==> src/rtl/rr_lane_pkg.sv <==
package rr_lane_pkg;
  function automatic logic [63:0] lane_mul_add(input logic [63:0] x,
                                               input logic [63:0] k,
                                               input logic [63:0] c);
    return (x * k) + c;
  endfunction
endpackage

==> src/rtl/rr_lane_rotor.sv <==
module rr_lane_rotor #(
  parameter int NUM_LANES = 4,
  localparam int IW = (NUM_LANES > 1) ? $clog2(NUM_LANES) : 1
) (
  input  logic                 clk,
  input  logic                 rst_n,
  output logic [IW-1:0]        idx,
  output logic [NUM_LANES-1:0] ld_en
);
  localparam logic [IW-1:0] LAST = IW'(NUM_LANES - 1);

  always_ff @(posedge clk) begin
    if (!rst_n)           idx <= '0;
    else if (idx == LAST) idx <= '0;
    else                  idx <= idx + 1'b1;
  end

  always_comb begin
    ld_en      = '0;
    ld_en[idx] = 1'b1;
  end
endmodule

==> src/rtl/rr_lane_unit.sv <==
module rr_lane_unit #(
  parameter int DATA_W = 8,
  parameter int MUL_K  = 3,
  parameter int ADD_K  = 5
) (
  input  logic              clk,
  input  logic              rst_n,
  input  logic              ld,
  input  logic              in_valid,
  input  logic [DATA_W-1:0] in_data,
  output logic [DATA_W-1:0] q_data,
  output logic              q_vld,
  output logic [DATA_W-1:0] res
);
  import rr_lane_pkg::*;

  logic [63:0] wide_res;

  always_ff @(posedge clk) begin
    if (!rst_n) begin
      q_data <= '0;
      q_vld  <= 1'b0;
    end else if (ld) begin
      q_vld <= in_valid;
      if (in_valid) q_data <= in_data;
    end
  end

  // Multicycle path: q_data is stable for NUM_LANES cycles before use.
  assign wide_res = lane_mul_add(64'(q_data), 64'(MUL_K), 64'(ADD_K));
  assign res      = wide_res[DATA_W-1:0];
endmodule

==> src/rtl/rr_lane_array.sv <==
module rr_lane_array #(
  parameter int NUM_LANES = 4,
  parameter int DATA_W    = 8,
  parameter int MUL_K     = 3,
  parameter int ADD_K     = 5
) (
  input  logic              clk,
  input  logic              rst_n,
  input  logic              in_valid,
  input  logic [DATA_W-1:0] in_data,
  output logic              out_valid,
  output logic [DATA_W-1:0] out_data
);
  localparam int IW = (NUM_LANES > 1) ? $clog2(NUM_LANES) : 1;

  logic [IW-1:0]            rd_idx;
  logic [NUM_LANES-1:0]     ld_en;
  logic [NUM_LANES-1:0]     lane_vld;
  logic [DATA_W-1:0]        lane_res [NUM_LANES];
  logic [NUM_LANES*DATA_W-1:0] lane_q_flat;
  logic                     sel_vld;
  logic [DATA_W-1:0]        sel_res;

  rr_lane_rotor #(.NUM_LANES(NUM_LANES)) u_rotor (
    .clk(clk), .rst_n(rst_n), .idx(rd_idx), .ld_en(ld_en)
  );

  for (genvar g = 0; g < NUM_LANES; g++) begin : g_lane
    rr_lane_unit #(.DATA_W(DATA_W), .MUL_K(MUL_K), .ADD_K(ADD_K)) u_unit (
      .clk(clk), .rst_n(rst_n), .ld(ld_en[g]),
      .in_valid(in_valid), .in_data(in_data),
      .q_data(lane_q_flat[g*DATA_W +: DATA_W]),
      .q_vld(lane_vld[g]), .res(lane_res[g])
    );
  end

  // The lane being reloaded this cycle was loaded NUM_LANES cycles ago:
  // read its result out on the same edge that overwrites its input.
  assign sel_vld = lane_vld[rd_idx];
  assign sel_res = lane_res[rd_idx];

  always_ff @(posedge clk) begin
    if (!rst_n) begin
      out_valid <= 1'b0;
      out_data  <= '0;
    end else begin
      out_valid <= sel_vld;
      if (sel_vld) out_data <= sel_res;
    end
  end
endmodule

==> config.mk <==
export PLATFORM = sky130hd
export DESIGN_NAME = rr_lane_array
export DESIGN_NICKNAME = d
export VERILOG_FILES = /design/src/rtl/rr_lane_pkg.sv /design/src/rtl/rr_lane_rotor.sv /design/src/rtl/rr_lane_unit.sv /design/src/rtl/rr_lane_array.sv
export SDC_FILE = /design/constraint.sdc
export NUM_CORES = 1
export LEC_CHECK = 0
export ABC_CLOCK_PERIOD_IN_PS = 5100
export BUFFER_PORTS_ARGS = -buffer_cell sky130_fd_sc_hd__buf_4
export CORE_MARGIN = 2
export CORE_UTILIZATION = 48
export CTS_BUF_LIST = sky130_fd_sc_hd__clkbuf_4 sky130_fd_sc_hd__clkbuf_8
export CTS_CLUSTER_SIZE = 12
export DETAILED_ROUTE_END_ITERATION = 12
export GPL_TIMING_DRIVEN = 0
export PLACE_DENSITY = 0.65
export REMOVE_ABC_BUFFERS = 1
export SKIP_CTS_REPAIR_TIMING = 1
export SYNTH_ARGS = -nofsm -noshare
export SYNTH_HDL_FRONTEND = slang
export SYNTH_HIERARCHICAL = 1
export SYNTH_SLANG_ARGS = --single-unit
==> constraint.sdc <==
create_clock -name clk -period 5.1 [get_ports clk]
set_input_delay 0.51 -clock clk [delete_from_list [all_inputs] [get_ports clk]]
set_output_delay 0.51 -clock clk [all_outputs]
set_load 0.02 [all_outputs]
==> load_flow_metrics.sql, run 1 <==
INSERT INTO impl_metrics (metric_group, metric, value, unit) VALUES
('yosys', 'ys_ff_latch', '47', ''),
('timing', 'hold_viol', '0', ''),
('pwr', 'swShare', '0.3067', ''),
('worst_setup_path', 'critical_path.max_fanout', '3', ''),
('route', 'detail_route.first_pass.iterations', '4', ''),
('cells_and_area', 'n_fill_cell', '711', ''),
('outcome', 'status', 'completed', ''),
('cells_and_area', 'multi_input_area', '0.002349', 'sq mm'),
('cells_and_area', 'finish.net_count', '458', ''),
('worst_setup_path', 'start_kind', 'register', ''),
('pwr', 'cellInternalPower', '0.0006174', 'W'),
('timing', 'worst_slew_margin_rel', '0.5075', ''),
('hold_path', 'hp-class', 'reg2reg', ''),
('timing', 'worst_pin_slew', '0.7377', 'ns'),
('worst_setup_path', 'critPathRequiredTime', '5.31', 'ns'),
('cells_and_area', 'final_cell_mix', 'sky130_fd_sc_hd__ha_1 (52), sky130_fd_sc_hd__dfxtp_1 (47), sky130_fd_sc_hd__nand2_1 (44)', ''),
('timing', 'fin_hold_ws', '0.4752', 'ns'),
('worst_setup_path', 'ff2ff_setup_slack', '2.45', 'ns'),
('floorplan', 'placement_rows', '31', ''),
('worst_setup_path', 'ff2ff_path_depth', '10', ''),
('pwr', 'power-per-cell-area', '234.5', 'mW/mm^2'),
('route', 'routed_wl', '7.063', 'mm'),
('global_route', 'largest_net_degree_at_the_start_of_global_routing', '48', ''),
('hold_path', 'hold_path_depth', '2', ''),
('worst_setup_path', 'cp_data_arrival_time', '2.87', 'ns'),
('global_route', 'grt_pass1_wl', '11.47', 'mm'),
('floorplan', 'die-width', '89.39', 'um'),
('pwr', 'combPwrFrac', '0.256', ''),
('route', 'post_drt_via_cell_ratio', '5.226', ''),
('floorplan', 'initial_utilization', '0.4904', ''),
('worst_setup_path', 'worst_setup_path_end_kind', 'register', ''),
('timing', 'finalCritPeriodShare', '0.5205', ''),
('route', 'route.vias.total', '2566', ''),
('global_route', 'vias_in_the_first_global_route', '2413', ''),
('run', 'cap_violations', '0', ''),
('route', 'final_antenna_net_count', '0', ''),
('route', 'wl_per_cell', '14.38', 'um'),
('cells_and_area', 'total_area_of_sequential_cells', '940.9', 'sq um'),
('cells_and_area', 'post_route_cells_drive_above_1_share', '0.1020', ''),
('clocking', 'h-tree-depth', '2', ''),
('floorplan', 'design.die.area', '0.007990', 'sq mm'),
('placed_design', 'place_hpwl', '5.458', 'mm'),
('yosys', 'yosysUniqueCellTypes', '30', ''),
('timing', 'grt_setup_unrepaired', 'false', ''),
('clocking', 'clkSlewWorstSetupHoldPaths', '0.09', 'ns'),
('cells_and_area', 'synthToLayoutAreaGrowth', '8.509', '%'),
('yosys', 'synth_sequential_area_ratio', '0.2689', ''),
('pwr', 'irDropWorstVdd', '84.63', 'uV'),
('pwr', 'power.net_switching', '0.0002731', 'W'),
('timing', 'setup_tns', '0', 'ns'),
('pwr', 'p_leak', '1.616', 'nW'),
('floorplan', 'die_height', '89.39', 'um'),
('global_route', 'track_usage', '0.1901', ''),
('clocking', 'clock-sinks', '47', ''),
('timing', 'drv_slew', '0', ''),
('clocking', 'clock_insertion_delay_worst_skew', '0.31', 'ns'),
('worst_setup_path', 'critPathKind', 'reg2reg', ''),
('timing', 'max_clock_freq', '0.3767', 'GHz'),
('timing', 'final.setup_skew', '0.009148', 'ns'),
('pwr', 'clock_power_share', '0.280', ''),
('route', 'drc', '0', ''),
('clocking', 'tritoncts.num_buffers', '5', ''),
('global_route', 'antenna_found_initial', '0', ''),
('yosys', 'synth.avg_cell_area', '9.307', 'sq um'),
('timing', 'finalWorstPathRequiredPeriod', '2.654', 'ns'),
('floorplan', 'top_level_ports', '20', ''),
('floorplan', 'core_area', '0.007137', 'sq mm'),
('placed_design', 'place.gp.congestion', '0.8689', ''),
('clocking', 'tritoncts', 'built', ''),
('yosys', 'synth_area', '0.003500', 'sq mm'),
('pwr', 'sequential_share_of_power', '0.464', ''),
('route', 'first_iter_violations', '133', ''),
('clocking', 'cts-root-buf', 'sky130_fd_sc_hd__clkbuf_8', ''),
('clocking', 'cts-root-to-sink-buffers', '2', ''),
('cells_and_area', 'most_common_cell_after_layout_fill_and_taps_aside', 'sky130_fd_sc_hd__ha_1', ''),
('global_route', 'grt.overflow.total', '0', ''),
('cells_and_area', 'diodes_inserted', '0', ''),
('timing', 'finalSetupViolations', '0', ''),
('yosys', 'ys.warnings.count', '6', ''),
('yosys', 'synthCells', '376', ''),
('placed_design', 'numPortBuffers', '19', '');
-- registers in the layout, summed over array words and instances, names as in the netlist --
name / flops
out_data: 8
g_lane.u_unit/q_vld: 4
g_lane.u_unit/q_data: 32
out_valid: 1
u_rotor/idx: 2
-- cell type report --
| type | count | area share |
|---|---|---|
| multi-input combinational | 280 | 0.6185 |
| inverter | 38 | 0.03756 |
| clock inverter | 1 | 0.002306 |
| timing repair buffer | 19 | 0.03756 |
| clock buffer | 7 | 0.02372 |
| sequential | 47 | 0.2478 |
| tap | 99 | 0.03262 |
-- logic make-up after synthesis --
logic type | Yosys count | share of synthesized area
simple gates | 111 | 0.1612
compound gates | 68 | 0.1416
fa+ha+maj | 56 | 0.2088
buf+inv | 49 | 0.06006
flops | 47 | 0.2689
xor+xnor | 28 | 0.07008
mux | 17 | 0.08938
-- per-stage QoR --
stage	cells	total power (W)	utilization	setup WS (ns)	instance area, sq um
floorplan	365	0.0005801	-	2.671	3432
global placement	483	0.0006472	0.5182	2.496	3699
detailed placement	483	0.0006523	0.5182	2.409	3699
CTS	491	0.0009040	0.5321	2.413	3797
global route	491	0.0009405	0.5321	2.306	3797
finish	491	0.0008905	0.5321	2.446	3797
-- routing by layer --
metal  global-route usage  vias to the layer above  part of all wire
li1                     -                     1319                 -
met1               0.2443                     1218              0.48
met2               0.3300                       22              0.48
met3              0.03047                        7             0.022
met4              0.05292                        0             0.012
met5                    0                        -                 0
-- cells in the mapped netlist (all sizes together) --
| library cell | instances | share of area |
|---|---|---|
| buf | 10 | 0.018 |
| nand2 | 44 | 0.047 |
| nand2b | 4 | 0.0071 |
| or2 | 4 | 0.0071 |
| o211ai | 4 | 0.0086 |
| fa | 4 | 0.023 |
| o21a | 4 | 0.0086 |
| a21boi | 36 | 0.077 |
| nand3 | 32 | 0.046 |
| ha | 52 | 0.19 |
| nor3b | 1 | 0.0036 |
| o21ai | 4 | 0.0057 |
| and3b | 1 | 0.0025 |
| xnor2 | 28 | 0.070 |
| dfxtp | 47 | 0.27 |
| a21oi | 12 | 0.017 |
| inv | 38 | 0.041 |
| nor2b | 16 | 0.037 |
| o22ai | 4 | 0.014 |
| and2 | 1 | 0.0021 |
| o31a | 4 | 0.010 |
| clkbuf | 1 | 0.0014 |
| nor2 | 8 | 0.0086 |
| mux2i | 8 | 0.023 |
| mux4 | 9 | 0.066 |
-- power by group through the flow --
| stage | clock network [W] | registers, W | logic (W) |
|---|---|---|---|
| global route | 0.000271 | 0.000417 | 0.000252 |
| floorplan | 0 | 0.000421 | 0.000159 |
| finish | 0.000249 | 0.000413 | 0.000228 |
| detailed placement | 0 | 0.000422 | 0.000230 |
| CTS | 0.000259 | 0.000414 | 0.000232 |
| global placement | 0 | 0.000421 | 0.000226 |
-- path summary, 6_finish.rpt --
kind,endpoint,from
min,g_lane[3].u_unit/q_data[1],g_lane[3].u_unit/q_data[1]
max reg2reg,out_data[7],g_lane[1].u_unit/q_data[1]
min reg2reg,g_lane[3].u_unit/q_data[1],g_lane[3].u_unit/q_data[1]
max,out_data[7],g_lane[1].u_unit/q_data[1]
-- worst max-delay path, cell delays in order (launching register included) --
cell and delay, ns:
sky130_fd_sc_hd__dfxtp_1 0.35, sky130_fd_sc_hd__inv_1 0.07, sky130_fd_sc_hd__ha_1 0.33, sky130_fd_sc_hd__fa_1 0.51, sky130_fd_sc_hd__nor2b_4 0.14, sky130_fd_sc_hd__o31a_1 0.16, sky130_fd_sc_hd__o22ai_2 0.10, sky130_fd_sc_hd__xnor2_1 0.17
sky130_fd_sc_hd__mux4_1 0.54, sky130_fd_sc_hd__mux2i_1 0.15, sky130_fd_sc_hd__nor2b_1 0.06
Power figures use the tool's default switching activity.
==> run 2, diff against run 1 <==
--- a/config.mk
+++ b/config.mk
@@ -5,7 +5,8 @@
 export SDC_FILE = /design/constraint.sdc
 export NUM_CORES = 1
 export LEC_CHECK = 0
-export ABC_CLOCK_PERIOD_IN_PS = 5100
+export ABC_AREA = 1
+export ABC_CLOCK_PERIOD_IN_PS = 2350
 export BUFFER_PORTS_ARGS = -buffer_cell sky130_fd_sc_hd__buf_4
 export CORE_MARGIN = 2
 export CORE_UTILIZATION = 48
@@ -13,7 +14,7 @@
 export CTS_CLUSTER_SIZE = 12
 export DETAILED_ROUTE_END_ITERATION = 12
 export GPL_TIMING_DRIVEN = 0
-export PLACE_DENSITY = 0.65
+export PLACE_DENSITY = 0.68
 export REMOVE_ABC_BUFFERS = 1
 export SKIP_CTS_REPAIR_TIMING = 1
 export SYNTH_ARGS = -nofsm -noshare
==> constraint.sdc (replaced) <==
create_clock -name clk -period 2.35 [get_ports clk]
set_input_delay 0.235 -clock clk [delete_from_list [all_inputs] [get_ports clk]]
set_output_delay 0.235 -clock clk [all_outputs]
set_load 0.02 [all_outputs]
==> run 2 against run 1 <==
Synthesized cell count grew 50%; die area grew 7.2%; global-route usage grew 0.56 points; utilization grew 0.28 points; cell area grew 7.7%; worst hold slack lost 0.24 ns; sequential share of layout area shrank 1.8 points; clock power grew 110%; non-clock buffer count is the same; clock-buffer cell count is the same.
==> load_flow_metrics.sql, run 2 <==
INSERT INTO impl_metrics (metric_group, metric, value, unit) VALUES
('outcome', 'status', 'completed', ''),
('worst_setup_path', 'crit_slowest_cell', 'sky130_fd_sc_hd__fa_1', ''),
('worst_setup_path', 'cp_common_cell', 'sky130_fd_sc_hd__nand2_1', ''),
('yosys', 'library_cell_occupying_the_most_area_in_the_post_synthesis_netlist', 'sky130_fd_sc_hd__dfxtp_1', ''),
('yosys', 'yosys.cell_count.top_type', 'sky130_fd_sc_hd__nand2_1', ''),
('timing', 'drv_slew', '0', ''),
('worst_setup_path', 'cp_data_arrival_time', '2.36', 'ns'),
('timing', 'finalSetupViolations', '0', ''),
('worst_setup_path', 'critPathRequiredTime', '2.59', 'ns'),
('floorplan', 'die_height', '92.57', 'um'),
('timing', 'fin_hold_ws', '0.2387', 'ns'),
('cells_and_area', 'largest_reg_flops', '32', ''),
('cells_and_area', 'post_route_cells_drive_above_1_share', '0.09107', ''),
('route', 'routed_wl', '7.781', 'mm'),
('timing', 'finalWorstPathRequiredPeriod', '2.122', 'ns'),
('timing', 'setup_tns', '0', 'ns'),
('worst_setup_path', 'start_kind', 'register', ''),
('clocking', 'h-tree-depth', '2', ''),
('placed_design', 'dp_slack', '0.1382', 'ns'),
('global_route', 'largest_net_degree_at_the_start_of_global_routing', '40', ''),
('worst_setup_path', 'cpPeakStageDelay', '0.40', 'ns'),
('timing', 'max_clock_freq', '0.4713', 'GHz'),
('worst_setup_path', 'crit_chain', 'inv_1, ha_1, inv_1, fa_1, inv_1, nand2_1, nand2_1, nand3_1, nand2_1, nand2_1, nand2_1, inv_1, nand2_1, nand3_1, nand2_1, nand2_1, a21oi_1', ''),
('timing', 'worst_pin_slew', '0.8773', 'ns'),
('pwr', 'irDropWorstVdd', '307.5', 'uV'),
('floorplan', 'core_area', '0.007647', 'sq mm'),
('worst_setup_path', 'r2r-start', 'g_lane[2].u_unit/q_data[1]', ''),
('yosys', 'yosysUniqueCellTypes', '28', ''),
('global_route', 'track_usage', '0.1957', ''),
('cells_and_area', 'most_common_cell_after_layout_fill_and_taps_aside', 'sky130_fd_sc_hd__nand2_1', ''),
('cells_and_area', 'diodes_inserted', '0', ''),
('route', 'final_antenna_net_count', '0', ''),
('cells_and_area', 'final_cell_mix', 'sky130_fd_sc_hd__nand2_1 (150), sky130_fd_sc_hd__inv_1 (114), sky130_fd_sc_hd__ha_1 (50)', ''),
('yosys', 'synth_sequential_area_ratio', '0.2499', ''),
('cells_and_area', 'total_area_of_sequential_cells', '940.9', 'sq um'),
('global_route', 'antenna_found_initial', '0', ''),
('worst_setup_path', 'worst_setup_path_end_kind', 'register', ''),
('cells_and_area', 'finish.net_count', '648', ''),
('yosys', 'synth_enable_flop_cells', '0', ''),
('placed_design', 'place.gp.congestion', '0.8423', ''),
('floorplan', 'initial_utilization', '0.4923', ''),
('yosys', 'synth_flop_cell', 'sky130_fd_sc_hd__dfxtp_1', ''),
('route', 'first_iter_violations', '146', ''),
('timing', 'worst_slack', '0.2282', 'ns'),
('cells_and_area', 'multi_input_area', '0.002332', 'sq mm'),
('worst_setup_path', 'ff2ff_setup_slack', '0.23', 'ns'),
('route', 'route.vias.total', '3358', ''),
('cells_and_area', 'leading_registers_by_flop_count', 'g_lane.u_unit/q_data (32), out_data (8), g_lane.u_unit/q_vld (4)', ''),
('timing', 'final.setup_skew', '0.01255', 'ns'),
('floorplan', 'top_level_ports', '20', ''),
('yosys', 'synth.top_cells.by_count', 'sky130_fd_sc_hd__nand2_1 (150), sky130_fd_sc_hd__inv_1 (114), sky130_fd_sc_hd__ha_1 (52)', ''),
('timing', 'grt_setup_unrepaired', 'false', ''),
('worst_setup_path', 'critPathKind', 'reg2reg', ''),
('yosys', 'synthCells', '563', ''),
('route', 'drc', '0', ''),
('cells_and_area', 'largest_register', 'g_lane.u_unit/q_data', ''),
('timing', 'worst_slew_margin_rel', '0.4143', ''),
('pwr', 'power-per-cell-area', '567.3', 'mW/mm^2'),
('clocking', 'clock-sinks', '47', ''),
('yosys', 'ys_ff_latch', '47', ''),
('cells_and_area', 'stdcell_count', '684', ''),
('worst_setup_path', 'critPathLaunch', 'g_lane[2].u_unit/q_data[1]', ''),
('placed_design', 'dp.cells', '676', ''),
('clocking', 'tritoncts.num_buffers', '5', ''),
('run', 'cap_violations', '0', ''),
('pwr', 'p_leak', '2.221', 'nW'),
('yosys', 'synth_area', '0.003765', 'sq mm'),
('route', 'detail_route.first_pass.iterations', '6', ''),
('yosys', 'ys_async_sr_fraction', '0', ''),
('cells_and_area', 'finish.utilization', '0.5348', ''),
('clocking', 'clkSlewWorstSetupHoldPaths', '0.09', 'ns'),
('clocking', 'tritoncts', 'built', ''),
('yosys', 'synth.top_cell.area_share', '0.2499', ''),
('clocking', 'clock_insertion_delay_worst_skew', '0.31', 'ns'),
('hold_path', 'hold_path_startpoint', 'in_data[7]', ''),
('placed_design', 'place_hpwl', '6.206', 'mm'),
('clocking', 'cts-root-buf', 'sky130_fd_sc_hd__clkbuf_8', ''),
('yosys', 'synth.avg_cell_area', '6.687', 'sq um'),
('timing', 'finalCritPeriodShare', '0.9029', ''),
('route', 'wl_per_cell', '11.38', 'um'),
('timing', 'hold_viol', '0', ''),
('floorplan', 'design.die.area', '0.008568', 'sq mm'),
('route', 'post_drt_via_cell_ratio', '4.909', ''),
('floorplan', 'die-width', '92.57', 'um'),
('global_route', 'grt.overflow.total', '0', ''),
('hold_path', 'hp-class', 'in2reg', ''),
('global_route', 'grt_pass1_wl', '13.57', 'mm'),
('yosys', 'ys.warnings.count', '6', ''),
('placed_design', 'numPortBuffers', '19', ''),
('global_route', 'vias_in_the_first_global_route', '3186', ''),
('cells_and_area', 'n_fill_cell', '773', ''),
('worst_setup_path', 'critical_path.max_fanout', '3', ''),
('floorplan', 'placement_rows', '32', ''),
('clocking', 'cts-root-to-sink-buffers', '2', ''),
('cells_and_area', 'synthToLayoutAreaGrowth', '8.641', '%'),
('yosys', 'ys_top_cells_by_area', 'sky130_fd_sc_hd__dfxtp_1 (25%), sky130_fd_sc_hd__ha_1 (17%), sky130_fd_sc_hd__nand2_1 (15%), sky130_fd_sc_hd__inv_1 (11%), sky130_fd_sc_hd__a21oi_1 (5.1%)', '');
run 2: changes by cell type in the layout (fill, tap and decap cells not counted), sizes merged, moves of 6 or more:
cell    before  now
nand2       44  161
mux4         9    0
nand3       32   38
a21oi       12   38
inv         38  117
nor2         8   37
mux2i        8    0
a21boi      36    4
o21ai        4   34
nor2b       16    0
xnor2       28   13
run 2: power breakdown:
part	switching [W]	internal, W	leakage (nW)	total [W]
combinational	0.000516	0.000340	1.79	0.000857
sequential	0.0000659	0.000864	0.384	0.000930
clock	0.000280	0.000253	0.0519	0.000533
run 2: final timing paths:
kind | end | cells past startpoint
max | out_data[7] | 17
min | g_lane[1].u_unit/q_data[7] | 3
max reg2reg | out_data[7] | 17
min reg2reg | out_data[5] | 2
run 2: through the flow:
step,total power [W],area [sq um]
after global routing,0.002509,4090
after global placement,0.001770,3959
after detailed placement,0.001791,3959
after floorplan,0.001573,3689
final,0.002320,4090
after CTS,0.002324,4058
run 2: per-layer routing:
metal | vias to the layer above | track usage | wire length (um) | share of wire
met4 | 0 | 0.06343 | 140 | 0.018
met5 | - | 0 | 0 | 0
li1 | 1775 | - | - | -
met3 | 9 | 0.01790 | 240 | 0.031
met1 | 1524 | 0.2387 | 3675 | 0.47
met2 | 50 | 0.3601 | 3724 | 0.48
run 2: layout make-up:
type	instances	area share
clock buffers	7	0.02203
clock inverters	1	0.002141
inverters	118	0.1095
multi-input cells	390	0.5702
flip-flops and latches	47	0.2300
well taps	102	0.03120
repair buffers	19	0.03487
run 2: worst max-delay path: cells and delay by family, from the launching register on:
kind / cells / cell delay [ns]
and+or+nand+nor: 10 / 0.64
AOI/OAI and AO/OA: 1 / 0.11
DFF: 1 / 0.32
buffers and inverters: 4 / 0.34
adders and majority gates: 2 / 0.64
run 2: cell families after synthesis:
kind of cell,count (synthesis),synth area share
xor gates and xnor gates,16,0.03922
AOI/OAI and AO/OA,76,0.1037
buffers and inverters,126,0.1392
adders and majority gates,56,0.1941
DFF,47,0.2499
and+or+nand+nor,242,0.2738
